--- config.mk ---
export PLATFORM = sky130hd
export DESIGN_NAME = set_reduce
export DESIGN_NICKNAME = d
export VERILOG_FILES = /design/src/rtl/set_reduce_pkg.sv /design/src/rtl/set_reduce_dp.sv /design/src/rtl/set_reduce_ctrl.sv /design/src/rtl/set_reduce.sv
export SDC_FILE = /design/constraint.sdc
export NUM_CORES = 1
export LEC_CHECK = 0
export BUFFER_PORTS_ARGS = -buffer_cell sky130_fd_sc_hd__buf_2
export CAP_MARGIN = 20
export CORE_MARGIN = 10
export CORE_UTILIZATION = 63
export CTS_CLUSTER_DIAMETER = 80
export DETAILED_ROUTE_END_ITERATION = 8
export PLACE_DENSITY_LB_ADDON = 0.08
export SYNTH_ARGS = -nofsm -noshare
export SYNTH_HDL_FRONTEND = slang
export SYNTH_HIERARCHICAL = 1
export SYNTH_SLANG_ARGS = --single-unit
--- constraint.sdc ---
create_clock -name clk -period 10.2 [get_ports clk]
set_input_delay 2.04 -clock clk [delete_from_list [all_inputs] [get_ports clk]]
set_output_delay 2.04 -clock clk [all_outputs]
set_load 0.05 [all_outputs]
--- src/rtl/set_reduce_pkg.sv ---
package set_reduce_pkg;

  // size of the partial-sum pool shared by the whole block
  parameter int NBUF  = 6;
  parameter int IDX_W = $clog2(NBUF);

  typedef enum logic [1:0] {A_IN, A_AO, A_BUF} srcA_e;
  typedef enum logic [1:0] {B_ZERO, B_AO, B_BUF} srcB_e;

  // strobes from the scheduler to the datapath
  typedef struct packed {
    logic             issue;
    srcA_e            srcA;
    srcB_e            srcB;
    logic [IDX_W-1:0] idxA;
    logic [IDX_W-1:0] idxB;
    logic [NBUF-1:0]  freeMask;
    logic             wrIn;
    logic             wrAo;
  } strobe_t;

endpackage

--- src/rtl/set_reduce_dp.sv ---
module set_reduce_dp
  import set_reduce_pkg::*;
#(
  parameter int DATA_W = 32,
  parameter int SET_W  = 3,
  parameter int LAT    = 14
) (
  input  logic              clk,
  input  logic              rstN,
  input  strobe_t           st,
  input  logic [SET_W-1:0]  inSet,
  input  logic [DATA_W-1:0] inData,
  output logic [NBUF-1:0]   bufValid,
  output logic [SET_W-1:0]  bufSet [NBUF],
  output logic              aoValid,
  output logic [SET_W-1:0]  aoSet,
  output logic [DATA_W-1:0] aoData
);

  logic [DATA_W-1:0] bufData [NBUF];
  logic              pipeV [LAT];
  logic [SET_W-1:0]  pipeS [LAT];
  logic [DATA_W-1:0] pipeD [LAT];

  logic [DATA_W-1:0] opA, opB;
  logic [SET_W-1:0]  issueSet;
  logic [IDX_W-1:0]  slot0, slot1;
  logic              got0, got1;
  logic [NBUF-1:0]   avail;

  assign aoValid = pipeV[LAT-1];
  assign aoSet   = pipeS[LAT-1];
  assign aoData  = pipeD[LAT-1];

  // operand selection
  always_comb begin
    unique case (st.srcA)
      A_AO:    begin opA = aoData;           issueSet = aoSet;           end
      A_BUF:   begin opA = bufData[st.idxA]; issueSet = bufSet[st.idxA]; end
      default: begin opA = inData;           issueSet = inSet;           end
    endcase
    unique case (st.srcB)
      B_AO:    opB = aoData;
      B_BUF:   opB = bufData[st.idxB];
      default: opB = '0;
    endcase
  end

  // first two slots free once this cycle's consumed entries are released
  always_comb begin
    avail = ~bufValid | st.freeMask;
    slot0 = '0; slot1 = '0; got0 = 1'b0; got1 = 1'b0;
    for (int i = 0; i < NBUF; i++) begin
      if (avail[i] && !got0) begin
        slot0 = IDX_W'(i); got0 = 1'b1;
      end else if (avail[i] && !got1) begin
        slot1 = IDX_W'(i); got1 = 1'b1;
      end
    end
  end

  // adder pipeline: stage 0 takes the issue, later stages shift
  always_ff @(posedge clk) begin
    if (!rstN) pipeV[0] <= 1'b0;
    else       pipeV[0] <= st.issue;
    pipeS[0] <= issueSet;
    pipeD[0] <= opA + opB;
  end

  for (genvar k = 1; k < LAT; k++) begin : g_stage
    always_ff @(posedge clk) begin
      if (!rstN) pipeV[k] <= 1'b0;
      else       pipeV[k] <= pipeV[k-1];
      pipeS[k] <= pipeS[k-1];
      pipeD[k] <= pipeD[k-1];
    end
  end

  // partial-sum pool
  always_ff @(posedge clk) begin
    if (!rstN) begin
      bufValid <= '0;
    end else begin
      for (int i = 0; i < NBUF; i++)
        if (st.freeMask[i]) bufValid[i] <= 1'b0;
      if (st.wrIn) begin
        bufValid[slot0] <= 1'b1;
        bufSet[slot0]   <= inSet;
        bufData[slot0]  <= inData;
      end
      if (st.wrAo) begin
        bufValid[st.wrIn ? slot1 : slot0] <= 1'b1;
        bufSet[st.wrIn ? slot1 : slot0]   <= aoSet;
        bufData[st.wrIn ? slot1 : slot0]  <= aoData;
      end
    end
  end

endmodule

--- src/rtl/set_reduce_ctrl.sv ---
module set_reduce_ctrl
  import set_reduce_pkg::*;
#(
  parameter int SET_W = 3,
  parameter int CNT_W = 8
) (
  input  logic             clk,
  input  logic             rstN,
  input  logic             inValid,
  input  logic [SET_W-1:0] inSet,
  input  logic             inLast,
  input  logic [NBUF-1:0]  bufValid,
  input  logic [SET_W-1:0] bufSet [NBUF],
  input  logic             aoValid,
  input  logic [SET_W-1:0] aoSet,
  output strobe_t          st,
  output logic             inReady,
  output logic             emit
);

  localparam int NSET = 1 << SET_W;

  logic [CNT_W-1:0] cnt [NSET];
  logic             lastSeen [NSET];

  logic             inFire, aoLive, anyFree;
  logic             hitAo, hitIn, hitPair, hitDone;
  logic [IDX_W-1:0] idxAo, idxIn, idxP, idxQ, idxDone;
  logic             merged;
  logic [SET_W-1:0] mergeSet;

  assign inReady = $countones(~bufValid) >= 2;
  assign inFire  = inValid && inReady;
  assign emit    = aoValid && lastSeen[aoSet] && (cnt[aoSet] == CNT_W'(1));
  assign aoLive  = aoValid && !emit;
  assign anyFree = |(~bufValid);

  // tag comparisons across the pool
  always_comb begin
    hitAo = 1'b0; hitIn = 1'b0; hitPair = 1'b0; hitDone = 1'b0;
    idxAo = '0; idxIn = '0; idxP = '0; idxQ = '0; idxDone = '0;
    for (int i = 0; i < NBUF; i++) begin
      if (bufValid[i] && bufSet[i] == aoSet && !hitAo) begin
        hitAo = 1'b1; idxAo = IDX_W'(i);
      end
      if (bufValid[i] && bufSet[i] == inSet && !hitIn) begin
        hitIn = 1'b1; idxIn = IDX_W'(i);
      end
      if (bufValid[i] && lastSeen[bufSet[i]] && cnt[bufSet[i]] == CNT_W'(1) && !hitDone) begin
        hitDone = 1'b1; idxDone = IDX_W'(i);
      end
      for (int j = i + 1; j < NBUF; j++) begin
        if (bufValid[i] && bufValid[j] && bufSet[i] == bufSet[j] && !hitPair) begin
          hitPair = 1'b1; idxP = IDX_W'(i); idxQ = IDX_W'(j);
        end
      end
    end
  end

  // priority rules: one adder issue per cycle at most
  always_comb begin
    st = '0;
    merged = 1'b0;
    mergeSet = '0;
    if (aoLive && hitAo) begin
      st.issue = 1'b1; st.srcA = A_BUF; st.idxA = idxAo; st.srcB = B_AO;
      st.freeMask[idxAo] = 1'b1; st.wrIn = inFire;
      merged = 1'b1; mergeSet = aoSet;
    end else if (hitPair) begin
      st.issue = 1'b1; st.srcA = A_BUF; st.idxA = idxP; st.srcB = B_BUF; st.idxB = idxQ;
      st.freeMask[idxP] = 1'b1; st.freeMask[idxQ] = 1'b1;
      st.wrIn = inFire; st.wrAo = aoLive;
      merged = 1'b1; mergeSet = bufSet[idxP];
    end else if (inFire && aoLive && inSet == aoSet) begin
      st.issue = 1'b1; st.srcA = A_IN; st.srcB = B_AO;
      merged = 1'b1; mergeSet = inSet;
    end else if (inFire && hitIn) begin
      st.issue = 1'b1; st.srcA = A_IN; st.srcB = B_BUF; st.idxB = idxIn;
      st.freeMask[idxIn] = 1'b1; st.wrAo = aoLive;
      merged = 1'b1; mergeSet = inSet;
    end else if (inFire) begin
      st.issue = 1'b1; st.srcA = A_IN; st.srcB = B_ZERO; st.wrAo = aoLive;
    end else if (aoLive) begin
      if (anyFree) st.wrAo = 1'b1;
      else begin
        st.issue = 1'b1; st.srcA = A_AO; st.srcB = B_ZERO;
      end
    end else if (hitDone) begin
      st.issue = 1'b1; st.srcA = A_BUF; st.idxA = idxDone; st.srcB = B_ZERO;
      st.freeMask[idxDone] = 1'b1;
    end
  end

  // live-value count and final-input flag per set
  always_ff @(posedge clk) begin
    if (!rstN) begin
      for (int s = 0; s < NSET; s++) begin
        cnt[s] <= '0;
        lastSeen[s] <= 1'b0;
      end
    end else begin
      for (int s = 0; s < NSET; s++) begin
        if (emit && aoSet == SET_W'(s)) begin
          cnt[s] <= '0;
          lastSeen[s] <= 1'b0;
        end else begin
          if ((inFire && inSet == SET_W'(s)) && !(merged && mergeSet == SET_W'(s)))
            cnt[s] <= cnt[s] + CNT_W'(1);
          else if (!(inFire && inSet == SET_W'(s)) && (merged && mergeSet == SET_W'(s)))
            cnt[s] <= cnt[s] - CNT_W'(1);
          if (inFire && inLast && inSet == SET_W'(s)) lastSeen[s] <= 1'b1;
        end
      end
    end
  end

endmodule

--- src/rtl/set_reduce.sv ---
module set_reduce
  import set_reduce_pkg::*;
#(
  parameter int DATA_W = 32,
  parameter int SET_W  = 3,
  parameter int LAT    = 14,
  parameter int CNT_W  = 8
) (
  input  logic              clk,
  input  logic              rstN,
  input  logic              inValid,
  output logic              inReady,
  input  logic [SET_W-1:0]  inSet,
  input  logic [DATA_W-1:0] inData,
  input  logic              inLast,
  output logic              outValid,
  output logic [SET_W-1:0]  outSet,
  output logic [DATA_W-1:0] outSum
);

  strobe_t           st;
  logic [NBUF-1:0]   bufValid;
  logic [SET_W-1:0]  bufSet [NBUF];
  logic              aoValid;
  logic [SET_W-1:0]  aoSet;
  logic [DATA_W-1:0] aoData;
  logic              emit;

  set_reduce_ctrl #(.SET_W(SET_W), .CNT_W(CNT_W)) u_ctrl (
    .clk(clk), .rstN(rstN), .inValid(inValid), .inSet(inSet), .inLast(inLast),
    .bufValid(bufValid), .bufSet(bufSet), .aoValid(aoValid), .aoSet(aoSet),
    .st(st), .inReady(inReady), .emit(emit)
  );

  set_reduce_dp #(.DATA_W(DATA_W), .SET_W(SET_W), .LAT(LAT)) u_dp (
    .clk(clk), .rstN(rstN), .st(st), .inSet(inSet), .inData(inData),
    .bufValid(bufValid), .bufSet(bufSet), .aoValid(aoValid), .aoSet(aoSet),
    .aoData(aoData)
  );

  assign outValid = emit;
  assign outSet   = aoSet;
  assign outSum   = aoData;

endmodule

== Word-level counts from Yosys, hierarchy flattened ==
Memories as Yosys holds them, arrays and structs flattened. A register that Yosys moved wholly into a read port is not among the register bits.
Cells that the tools add are included.

* Flip-flop bits (word level): 24
* RAM bits: 768
* Output and inout bits: 37
* Memories kept: 6

{| class="wikitable"
|+ Memory list
! name !! words !! width !! rd ports !! clocked after memory_dff !! write ports !! RTL line !! text
|-
| u_dp.pipeD || 14 || 32 || 14 || 0 || 14 || set_reduce_dp.sv:23 || <nowiki>logic [DATA_W-1:0] pipeD [LAT];</nowiki>
|-
| u_dp.bufData || 6 || 32 || 2 || 0 || 2 || set_reduce_dp.sv:20 || <nowiki>logic [DATA_W-1:0] bufData [NBUF];</nowiki>
|-
| u_ctrl.cnt || 8 || 8 || 15 || 6 || 8 || set_reduce_ctrl.sv:23 || <nowiki>logic [CNT_W-1:0] cnt [NSET];</nowiki>
|-
| u_dp.pipeS || 14 || 3 || 14 || 0 || 14 || set_reduce_dp.sv:22 || <nowiki>logic [SET_W-1:0] pipeS [LAT];</nowiki>
|-
| u_dp.pipeV || 14 || 1 || 14 || 0 || 14 || set_reduce_dp.sv:21 || <nowiki>logic pipeV [LAT];</nowiki>
|-
| u_ctrl.lastSeen || 8 || 1 || 7 || 6 || 8 || set_reduce_ctrl.sv:24 || <nowiki>logic lastSeen [NSET];</nowiki>
|}

* Add/sub/neg operators: 22
* $lt $le $gt $ge: 21
* Equal/unequal tests: 60
* Muxes and demuxes: 386
* Bitwise operators: 63
* Reduce and logical (&&, ||, !) cells: 217

{| class="wikitable"
|+ Operators with widths
! cell !! count
|-
| $mux 1 || 254
|-
| $mux 8 || 26
|-
| $mux 3 || 58
|-
| $logic_and 1x1->1 || 158
|-
| $pmux 32 s2 || 2
|-
| $add 32x32->32 || 3
|-
| $eq 3x3->1 || 28
|-
| $add 8x1->8 const B || 8
|-
| $sub 8x1->8 const B || 8
|-
| $eq 8x1->1 const B || 7
|-
| $logic_not 1->1 || 55
|-
| $mux 18 || 3
|-
| $or 1x1->1 || 54
|-
| $mux 6 || 7
|-
| $bwmux 18 || 2
|-
| $eq 3x3->1 const B || 12
|-
| $ge 32x3->1 const B || 1
|-
| $lt 3x4->1 const B || 7
|-
| $mux 2 || 14
|-
| $mux 5 || 5
|-
| $or 6x6->6 || 4
|-
| $demux 1 s3 || 7
|-
| $ge 3x1->1 const B || 7
|-
| $bmux 3 s3 || 2
|-
| other kinds (16) || 37
|}

== Logic depth before layout (Yosys ltp) ==
Gate-level depths: netlist (run 1).

* Depth in word-level cells: 82
* Depth in mapped cells: 30

== Hierarchy ==
Netlist (run 1), hierarchy kept.

{| class="wikitable"
|+ By module, submodules not included
! module !! times used !! cells each !! area each (um^2) !! sequential area each (um^2)
|-
| set_reduce_dp || 1 || 1816 || 25892.3 || 16515.8
|-
| set_reduce_ctrl || 1 || 1071 || 8693.3 || 2112.0
|}

== Worst setup path before layout (run 1) ==
Ideal clock, no wire load.

* Path kind: register to register
* From: register u_dp.bufValid[0]
* To: memory u_dp.bufData[1][0], enable pin
* Library setup time: 432 ps
* Data arrival time: 6968 ps
* Required time: 9768 ps
* Setup slack: 2800 ps
* Stages on the path, launching flop included: 23
* Path buffers: 1
* Clock period less this slack: 7400 ps
* Path through: dfxtp_1 > clkbuf_1 > inv_1 > fa_1 > fa_1 > nand2b_1 > fa_1 > nand2_1 > and2_0 > nand4_1 > o21ai_0 > inv_1 > o21a_1 > a221o_1 > o21ai_0 > o31ai_1 > nand2b_1 > nor2_1 > nand2_1 > maj3_2 > nand2_2 > nand4_1 > a21oi_1

{| class="wikitable"
|+ RTL lines
! what !! RTL line !! text
|-
| start, declared || set_reduce_dp.sv:13 || <nowiki>output logic [NBUF-1:0] bufValid,</nowiki>
|-
| start signal, assigned || set_reduce_dp.sv:82 || <nowiki>bufValid <= '0;</nowiki>
|-
| start signal, assigned by index || set_reduce_dp.sv:85 || <nowiki>if (st.freeMask[i]) bufValid[i] <= 1'b0;</nowiki>
|-
| start signal, assigned by index || set_reduce_dp.sv:87 || <nowiki>bufValid[slot0] <= 1'b1;</nowiki>
|-
| end, declared || set_reduce_dp.sv:20 ||
|}

==> results of run 1 <==
where the power goes:
group | internal (mW) | total (mW) | leakage (nW) | switching (mW)
logic | 0.113 | 0.269 | 5.76 | 0.156
registers | 3.40 | 3.50 | 6.93 | 0.105
clock network | 1.67 | 2.96 | 1.32 | 1.29
worst paths after layout:
path	start	slack, ns	endpoint	depth (start not counted)
worst max-delay path	u_dp/bufValid[3]	2.14	u_dp/pipeD[0][30]	26
worst min register to register	u_dp/pipeD[1][35]	0.32	u_dp/pipeD[1][67]	0
worst max register to register	u_dp/bufValid[3]	2.14	u_dp/pipeD[0][30]	26
worst min-delay path	u_dp/pipeD[1][35]	0.32	u_dp/pipeD[1][67]	0
cells in the mapped netlist, types with 8 or more instances:
cell and number:
nor2b_1 15, nor3_1 47, o22ai_1 11, o21a_1 16, ha_1 52, o221ai_1 8
o21ai_0 91, or4_1 12, nand2b_1 47, buf_1 18, mux4_2 73, xnor2_1 59
xor2_1 59, nand4_1 24, a22oi_1 75, nand2_1 177, and3_1 29, nor2_1 158
buf_4 47, mux2_4 30, clkbuf_1 80, nor4_1 24, or2_2 11, a21o_1 8
dfxtp_1 515, edfxtp_1 277, o211ai_1 14, mux2_1 33, a21oi_1 122, a31oi_1 28
inv_1 70, a221oi_1 30, o31ai_1 8, buf_2 41, a211oi_1 21, nand3_1 55
mux2i_1 73, o31a_1 11, or3_1 25, and2_1 27, mux2_2 227, buf_6 11
worst max-delay path: cells and delay by family (launching register included):
kind,cells,cell delay (ns)
AOI/OAI and AO/OA,9,2.77
xor gates and xnor gates,1,0.16
adders and majority gates,4,1.88
buffers and inverters,3,0.70
DFF,1,0.68
muxes,2,0.83
and+or+nand+nor,7,0.96
cell type report:
class                           count  area, µm²  share of cell area, %
Tap cell                          696        871                   2.29
Clock inverter                     39        397                   1.04
Sequential cell                   792      18600                   49.1
Inverter                           71        267                  0.702
Timing Repair Buffer              113        693                   1.83
Antenna cell                        6       15.0                 0.0395
Clock buffer                      107       2320                   6.12
Multi-Input combinational cell   1827      14800                   38.9
logic make-up (layout without fill, tap and decap cells):
| group | after synthesis | count (layout) | share of synthesized area [%] |
|---|---|---|---|
| compound gates | 509 | 509 | 9.90 |
| xor+xnor | 119 | 119 | 3.04 |
| fa+ha+maj | 57 | 57 | 2.15 |
| buf+inv | 268 | 330 | 3.81 |
| flops | 792 | 792 | 53.9 |
| mux | 436 | 436 | 16.6 |
| other cells | 0 | 6 | 0 |
| simple gates | 706 | 706 | 10.6 |
placed cells by master (no fill, tap or decap), types with 25 or more instances in the layout:
master,Yosys,routed
or3_1,25,25
mux2_4,30,30
nor3_1,47,45
ha_1,52,51
dfxtp_1,515,515
xnor2_1,59,59
inv_1,70,70
edfxtp_1,277,277
nand2b_1,47,47
mux4_2,73,73
and2_1,27,27
a221oi_1,30,30
a21oi_1,122,116
nand2_1,177,177
mux2_2,227,227
buf_2,41,75
a31oi_1,28,28
clkbuf_16,0,87
nor2_1,158,157
o21ai_0,91,91
nand3_1,55,55
and3_1,29,29
a22oi_1,75,75
buf_4,47,36
mux2_1,33,33
xor2_1,59,59
mux2i_1,73,72
state kept, by name, summed over array words and instances, names as in the netlist:
signal and cells:
u_ctrl/lastSeen 8, u_dp/pipeS 42, u_dp/bufValid 6, u_dp/bufData 192, u_ctrl/cnt 64, u_dp/pipeV 14, u_dp/bufSet 18, u_dp/pipeD 448
layer usage:
| metal | track usage (%) | up-vias | part of all wire [%] |
|---|---|---|---|
| met5 | 0 | - | 0.015 |
| met4 | 9.92 | 2 | 3.0 |
| met3 | 4.23 | 190 | 6.4 |
| met2 | 45.7 | 982 | 50 |
| met1 | 34.5 | 11500 | 41 |
| li1 | - | 10600 | - |
stage by stage:
step | worst slack, ns | instances | cell area, µm²
2_1_floorplan | 2.80 | 2887 | 34600
4_1_cts | 2.26 | 3644 | 37900
5_1_grt | 1.67 | 3650 | 38000
3_3_place_gp | 2.04 | 3498 | 35200
3_5_place_dp | 1.90 | 3498 | 35200
6_report | 2.14 | 3651 | 38000
==> results.py, run 1 <==
metrics = {
    "yosys": {
        "synth_top_area_share_pct": 29.8,
        "async_flop_share_pct": 0,
        "synth_edf_count": 277,
        "synth_cell_type_count": 104,
        "yosysSeqAreaShare_pct": 53.9,
        "ys_seq_elements": 792,
        "synth_area_leaders": "dfxtp_1 30%, edfxtp_1 24%, mux2_2 7.4%, mux4_2 4.8%, mux2i_1 2.1%",
        "syn_area_um2": 34600,
        "ys_warn_count": 6,
        "synthCells": 2887,
        "syn_avg_cell_area_um2": 12.0,
        "synth_flop_cell": "dfxtp_1",
        "postSynthNetCount": 2982,
        "yosysTopAreaCell": "dfxtp_1",
    },
    "power_and_ir_drop": {
        "power_density_nw_per_um2": 177,
        "power_mw": 6.73,
        "p_leak_nw": 14.0,
        "vdd_ir_drop_max_v": 0.000223,
    },
    "routing": {
        "vias": 23400,
        "viasPerCell": 6.40,
        "drc": 0,
        "dr.pass1.iters": 6,
        "drt_wl_total_um": 87700,
        "postRouteAntennaNets": 0,
        "dr.first_iter.drc_count": 2074,
        "drt-wirelength-per-cell_um": 24.0,
    },
    "cts": {
        "cts_tree": "yes",
        "clk_path_buf_depth": 3,
        "cts_num_sinks": 792,
        "cts_resized": 0,
        "ctsHtreeMaxLevel": 3,
        "numCtsBuffers": 79,
        "cts_setup_buffers": 0,
        "clock_latency_ns": 0.64,
        "clkTransAtPathRegs_ns": 0.07,
        "cts_hold_buf": 0,
        "root_buffer": "clkbuf_16",
    },
    "floorplanning": {
        "die_w_um": 254,
        "start_util_pct": 63.9,
        "die_h_um": 254,
        "num_rows": 85,
        "die_area_um2": 64700,
        "core_area_um2": 54100,
        "io_pins": 76,
    },
    "sta": {
        "slew_headroom_pct": 25.2,
        "min_period_over_period_pct": 79.0,
        "finalSetupViolCount": 0,
        "worst_pin_slew_ns": 1.11,
        "whs_ns": 0.323,
        "finalSetupTns_ns": 0,
        "fmax_mhz": 124,
        "rsz0062_at_grt": "false",
        "min_period_ns": 8.06,
        "finalHoldViolations": 0,
        "drv_slew": 0,
        "fin_skew_ns": 0.0270,
    },
    "critical_path": {
        "worstPathRequired_ns": 10.76,
        "path_class": "flip-flop to flip-flop",
        "slowest_delay_ns": 0.74,
        "crit_fanout": 24,
        "cp_common_cell": "fa_1",
        "arrival_ns": 8.62,
        "slowest_stage": "a21oi_4",
        "cp-start-kind": "flip-flop",
        "cp-end-kind": "flip-flop",
    },
    "global_routing": {
        "grt_max_degree": 51,
        "grt_pass1_vias": 23200,
        "overflow": 0,
        "grt_usage_pct": 26.9,
        "grt_first_pass_wirelength_um": 136000,
        "antenna_found_initial": 8,
    },
    "flow_run": {
        "cap_violations": 0,
    },
    "layout": {
        "final_layout_size_suffix_gt1_share_pct": 21.8,
        "final_nets": 2979,
        "final_util_pct": 70.2,
        "syn_to_final_growth_pct": 9.80,
        "fillerInstances": 3763,
    },
    "placed_design": {
        "io_buffers": 75,
        "place.gp.congestion": 0.932,
        "dp_hpwl_um": 56400,
    },
    "outcome": {
        "status": "completed",
    },
    "hold_path": {
        "hold_class": "flip-flop to flip-flop",
    },
}
(Power assumes the default switching activity.)
==> run 2, diff against run 1 <==
clock period = 7.72 ns   (was 10.2 ns; I/O delays follow)
==> run 2 against run 1 <==
  * Via count grew 0.36%
  * Routed wire length grew 0.43%
  * Global-route usage grew 0.12 points
  * Highest routed layer unchanged
  * Setup slack lost 1.7 ns
  * Power grew 31%
  * Largest cell class unchanged
  * Fmax grew 11%
  * Die area is the same
  * Critical path depth grew 1
  * Clock power grew 30%
  * The run now ends with DRC left
==> results.py, run 2 (synthesis gave the netlist of run 1 again) <==
metrics = {
    "sta": {
        "worst_pin_slew_ns": 1.16,
        "min_period_over_period_pct": 93.9,
        "slew_headroom_pct": 21.8,
        "finalSetupViolCount": 0,
        "finalHoldViolations": 0,
        "fin_skew_ns": 0.0489,
        "finalSetupTns_ns": 0,
        "drv_slew": 0,
        "rsz0062_at_grt": "false",
        "min_period_ns": 7.25,
        "fmax_mhz": 138,
        "setup_slack_ns": 0.473,
    },
    "critical_path": {
        "worstPathRequired_ns": 8.28,
        "slowest_delay_ns": 0.52,
        "cp-end-kind": "flip-flop",
        "rr_worst_depth": 27,
        "cp_top_family": "compound AO/OA/AOI/OAI gates",
        "ff2ff_setup_slack_ns": 0.47,
        "r2r-end": "u_dp/pipeD[0][29]",
        "crit_fanout": 44,
        "path_class": "flip-flop to flip-flop",
        "slowest_stage": "fa_1",
        "critPathBufInv": 4,
        "cp_common_cell": "fa_1",
        "arrival_ns": 7.81,
        "r2r_start": "u_dp/bufValid[3]",
        "cp-start-kind": "flip-flop",
    },
    "global_routing": {
        "overflow": 0,
        "antenna_found_initial": 4,
        "grt_usage_pct": 27.1,
        "grt_first_pass_wirelength_um": 136000,
        "grt_pass1_vias": 23400,
        "grt_max_degree": 48,
    },
    "cts": {
        "root_buffer": "clkbuf_16",
        "clock_latency_ns": 0.65,
        "cts_num_sinks": 792,
        "ctsHtreeMaxLevel": 3,
        "cts_tree": "yes",
        "clk_path_buf_depth": 3,
        "cts_setup_buffers": 0,
        "numCtsBuffers": 77,
        "clkTransAtPathRegs_ns": 0.07,
    },
    "routing": {
        "drc": 1,
        "vias": 23400,
        "drt-wirelength-per-cell_um": 23.9,
        "postRouteAntennaNets": 0,
        "viasPerCell": 6.37,
        "dr.first_iter.drc_count": 1870,
        "drt_wl_total_um": 88100,
        "dr.pass1.iters": 8,
    },
    "floorplanning": {
        "die_h_um": 254,
        "core_area_um2": 54100,
        "num_rows": 85,
        "io_pins": 76,
        "start_util_pct": 63.9,
        "die_w_um": 254,
        "die_area_um2": 64700,
    },
    "hold_path": {
        "hold_class": "flip-flop to flip-flop",
        "holdCritStartpoint": "u_dp/pipeD[1][83]",
        "whs_endpoint": "u_dp/pipeD[1][115]",
        "hold_path_depth": 0,
    },
    "layout": {
        "layout_common_cells": "513 x dfxtp_1, 277 x edfxtp_1, 227 x mux2_2, 177 x nand2_1, 157 x nor2_1",
        "final_util_pct": 70.7,
        "largest_registers": "u_dp/pipeD: 448 flops, u_dp/bufData: 192 flops, u_ctrl/cnt: 64 flops",
        "largest_register_ff_count": 448,
        "final_nets": 3013,
        "final_layout_size_suffix_gt1_share_pct": 22.7,
        "regMostFlops": "u_dp/pipeD",
        "syn_to_final_growth_pct": 10.7,
        "layout_commonest_cell": "dfxtp_1",
    },
    "outcome": {
        "violations": "DRC",
        "status": "finished with violations",
    },
    "placed_design": {
        "place.gp.congestion": 0.911,
        "dp_slack_ns": 0.237,
        "io_buffers": 75,
        "dp_hpwl_um": 57000,
    },
    "power_and_ir_drop": {
        "vdd_ir_drop_max_v": 0.000281,
        "power_density_nw_per_um2": 231,
        "p_leak_nw": 14.2,
        "power_mw": 8.84,
    },
    "flow_run": {
        "cap_violations": 0,
    },
}
-- run 2: cell types whose count changed in the layout (fill, tap and decap cells not counted), moves of 4 or more --
cell / change
buf_12: +10
buf_4: +25
clkbuf_16: -4
clkinv_2: +7
clkinvlp_4: -5
diode_2: -4
-- run 2: metal layers --
| layer | up-vias | share of wire (%) | wire (µm) | global-route usage (%) |
|---|---|---|---|---|
| li1 | 10700 | - | - | - |
| met1 | 11600 | 41 | 36200 | 33.9 |
| met2 | 967 | 50 | 43600 | 46.2 |
| met3 | 207 | 5.9 | 5220 | 4.34 |
| met4 | 4 | 3.4 | 3020 | 10.9 |
| met5 | - | 0.030 | 26 | 0 |
-- run 2: how the worst max path moves through the flow --
stage,from,endpoint,depth (start not counted)
5_1_grt,u_dp/bufValid[3],u_dp/pipeD[0][30],26
4_1_cts,u_dp/bufValid[3],u_dp/pipeD[0][30],22
2_1_floorplan,u_dp/bufValid[0],u_dp/bufData[1][0],22
3_3_place_gp,u_dp/bufValid[3],u_dp/pipeD[0][30],26
6_report,u_dp/bufValid[3],u_dp/pipeD[0][29],27
3_5_place_dp,u_dp/bufValid[3],u_dp/pipeD[0][30],22
-- run 2: repair_timing --
item	CTS	global route
hold buffers	0	0
resized for setup	0	5
endpoints found under the setup margin	0	13
-- run 2: stage by stage --
step | cell area, µm² | hold WS (ns) | cells
2_1_floorplan | 34600 | 0.310 | 2887
3_3_place_gp | 35600 | 0.310 | 3534
3_5_place_dp | 35600 | 0.312 | 3534
4_1_cts | 38300 | 0.324 | 3677
5_1_grt | 38300 | 0.324 | 3680
6_report | 38300 | 0.320 | 3680
-- run 2: final cells by class --
| class | count | area, µm² |
|---|---|---|
| well taps | 696 | 871 |
| inverters | 71 | 267 |
| clock buffers | 104 | 2230 |
| multi-input cells | 1827 | 14800 |
| clock inverters | 39 | 425 |
| flip-flops and latches | 792 | 18600 |
| diodes | 2 | 5.00 |
| repair buffers | 149 | 1070 |
| fillers | 3737 | 15900 |
-- run 2: report_power, final --
part | total (mW) | switching [mW] | internal, mW
sequential | 4.62 | 0.135 | 4.49
clock | 3.85 | 1.67 | 2.18
combinational | 0.367 | 0.213 | 0.154
==> run 3, diff against run 2 <==
CORE_MARGIN = not set   (was 10)
==> run 3 against run 2 <==
  * The flow now finishes without violations
  * Register-to-register slack got worse by 0.17 ns
  * Cell area fell by 0.32%
  * Worst hold slack got worse by 0.0096 ns
  * Critical path type unchanged
  * Die area fell by 14%
  * Sequential share of layout area rose by 0.15 points
  * Clock power fell by 2%
  * Clock skew fell by 0.023 ns
  * Count of clock-buffer cells in the layout fell by 8
  * Flip-flop and latch count did not move
  * Fmax fell by 2.2%
  * Routed wire length fell by 0.88%
  * Non-clock buffer count fell by 1
==> results.py, run 3 (synthesis gave the netlist of run 1 again) <==
metrics = {
    "power_and_ir_drop": {
        "seqPwrFrac_pct": 52.7,
        "p_comb_share_pct": 4.2,
        "power_density_nw_per_um2": 230,
        "power_switching_mw": 2.02,
        "p_leak_nw": 14.2,
        "vdd_ir_drop_max_v": 0.000339,
        "p_int_mw": 6.74,
        "switching_share_pct": 23.1,
        "clockPowerShare_pct": 43.1,
    },
    "global_routing": {
        "grt_pass1_vias": 23700,
        "grt_first_pass_wirelength_um": 136000,
        "grt_max_degree": 45,
        "antenna_found_initial": 7,
        "grt_usage_pct": 31.2,
        "overflow": 0,
    },
    "critical_path": {
        "ff2ff_setup_slack_ns": 0.31,
        "path_class": "flip-flop to flip-flop",
        "cp-end-kind": "flip-flop",
        "critPathBufInv": 2,
        "crit_cells": 27,
        "arrival_ns": 7.97,
        "cp-start-kind": "flip-flop",
        "slowest_delay_ns": 0.63,
        "cp_common_cell": "or4_1",
        "crit_fanout": 16,
        "worstPathRequired_ns": 8.27,
        "r2r-end": "u_dp/pipeD[0][30]",
        "r2r_start": "u_ctrl/cnt[3][4]",
        "slowest_stage": "or4_1",
        "rr_worst_depth": 27,
        "cp_top_family": "simple AND/OR/NAND/NOR gates",
    },
    "cts": {
        "ctsHtreeMaxLevel": 3,
        "numCtsBuffers": 77,
        "cts_num_sinks": 792,
        "clk_path_buf_depth": 3,
        "clock_latency_ns": 0.64,
        "cts_setup_buffers": 0,
        "clkTransAtPathRegs_ns": 0.06,
        "cts_tree": "yes",
        "cts_hold_buf": 0,
        "cts_resized": 0,
        "root_buffer": "clkbuf_16",
    },
    "sta": {
        "slew_headroom_pct": 31.1,
        "finalHoldViolations": 0,
        "whs_ns": 0.311,
        "finalSetupViolCount": 0,
        "rsz0062_at_grt": "false",
        "min_period_over_period_pct": 96.0,
        "finalSetupTns_ns": 0,
        "fin_skew_ns": 0.0256,
        "worst_pin_slew_ns": 1.02,
        "drv_slew": 0,
        "fmax_mhz": 135,
        "min_period_ns": 7.41,
    },
    "layout": {
        "multiInputGateArea_um2": 14800,
        "final_cell_area_um2": 38200,
        "largest_register_ff_count": 448,
        "layout_common_cells": "514 x dfxtp_1, 277 x edfxtp_1, 227 x mux2_2, 177 x nand2_1, 157 x nor2_1",
        "final_nets": 3012,
        "fillerInstances": 3719,
        "largest_registers": "u_dp/pipeD: 448 flops, u_dp/bufData: 192 flops, u_ctrl/cnt: 64 flops",
        "regArea_um2": 18600,
        "final_layout_size_suffix_gt1_share_pct": 22.7,
        "syn_to_final_growth_pct": 10.3,
        "regMostFlops": "u_dp/pipeD",
        "layout_commonest_cell": "dfxtp_1",
    },
    "floorplanning": {
        "die_area_um2": 55800,
        "core_area_um2": 54000,
        "io_pins": 76,
        "die_h_um": 236,
        "num_rows": 85,
        "start_util_pct": 64.0,
        "die_w_um": 236,
    },
    "hold_path": {
        "hold_path_depth": 0,
        "hold_class": "flip-flop to flip-flop",
        "whs_endpoint": "u_dp/pipeD[1][105]",
        "holdCritStartpoint": "u_dp/pipeD[1][73]",
    },
    "routing": {
        "vias": 23700,
        "dr.pass1.iters": 6,
        "drt-wirelength-per-cell_um": 23.7,
        "dr.first_iter.drc_count": 2175,
        "drt_wl_total_um": 87300,
        "drc": 0,
        "postRouteAntennaNets": 0,
        "viasPerCell": 6.42,
    },
    "placed_design": {
        "io_buffers": 75,
        "dp_hpwl_um": 57900,
        "place.gp.congestion": 0.944,
        "dpl_cell_area_um2": 35500,
    },
    "outcome": {
        "status": "completed",
    },
    "flow_run": {
        "cap_violations": 0,
    },
}
-- run 3: final cells by class --
class / instances / area share [%]
antenna: 6 / 0.0393
clock buffer: 96 / 5.65
clock inverter: 47 / 1.14
inverter: 71 / 0.698
multi-input combinational: 1827 / 38.7
sequential: 792 / 48.8
tap: 696 / 2.28
timing repair buffer: 148 / 2.64
-- run 3: per-stage QoR --
step	total power [mW]	util (%)	setup slack, ns	instances
after floorplan	4.93	-	0.320	2887
after global placement	5.04	65.8	0.594	3532
after detailed placement	5.06	65.8	0.393	3532
after CTS	8.83	70.6	0.370	3675
after global routing	9.04	70.6	0.0398	3680
final	8.76	70.6	0.307	3683
-- run 3: power by group through the flow --
stage	Clock, mW	Sequential (mW)	Combinational, mW
finish	3.78	4.62	0.366
global route	4.00	4.64	0.396
CTS	3.84	4.62	0.362
detailed placement	0	4.71	0.357
global placement	0	4.70	0.344
floorplan	0	4.63	0.303
-- run 3: worst max path at each step --
stage	startpoint	to	slack, ns
after floorplan	u_dp/bufValid[0]	u_dp/bufData[1][0]	0.32
after global placement	u_dp/bufValid[3]	u_dp/pipeD[0][30]	0.59
after detailed placement	u_dp/bufValid[3]	u_dp/pipeD[0][30]	0.39
after CTS	u_dp/bufValid[3]	u_dp/pipeD[0][30]	0.37
after global routing	u_dp/bufValid[1]	u_dp/pipeD[0][30]	0.04
final	u_ctrl/cnt[3][4]	u_dp/pipeD[0][30]	0.31
-- run 3: routing by layer --
| metal | vias to the layer above | global-route usage, % | share of wire [%] |
|---|---|---|---|
| li1 | 10700 | - | - |
| met1 | 11700 | 38.8 | 40 |
| met2 | 1002 | 53.9 | 50 |
| met3 | 216 | 4.53 | 6.5 |
| met4 | 4 | 14.0 | 4.0 |
| met5 | - | 0 | 0.025 |
-- run 3: worst reg2reg max path, cell delays in order, from the launching register on --
cell and delay, ns:
edfxtp_1 0.47, or4_1 0.63, or4_1 0.63, mux2i_1 0.20
mux4_2 0.31, a22oi_1 0.17, nand3_1 0.23, nand2b_1 0.17
nand2_1 0.08, or4_1 0.43, a21boi_0 0.20, mux2i_4 0.21
buf_4 0.34, mux4_2 0.27, nor2_1 0.04, a21oi_1 0.13
a22oi_1 0.07, o21ai_0 0.26, ha_1 0.26, inv_1 0.08
fa_1 0.47, nand2b_1 0.19, a21o_1 0.18, a31oi_1 0.36
o31a_1 0.31, o311ai_0 0.20, o21ai_0 0.27, xor2_1 0.19
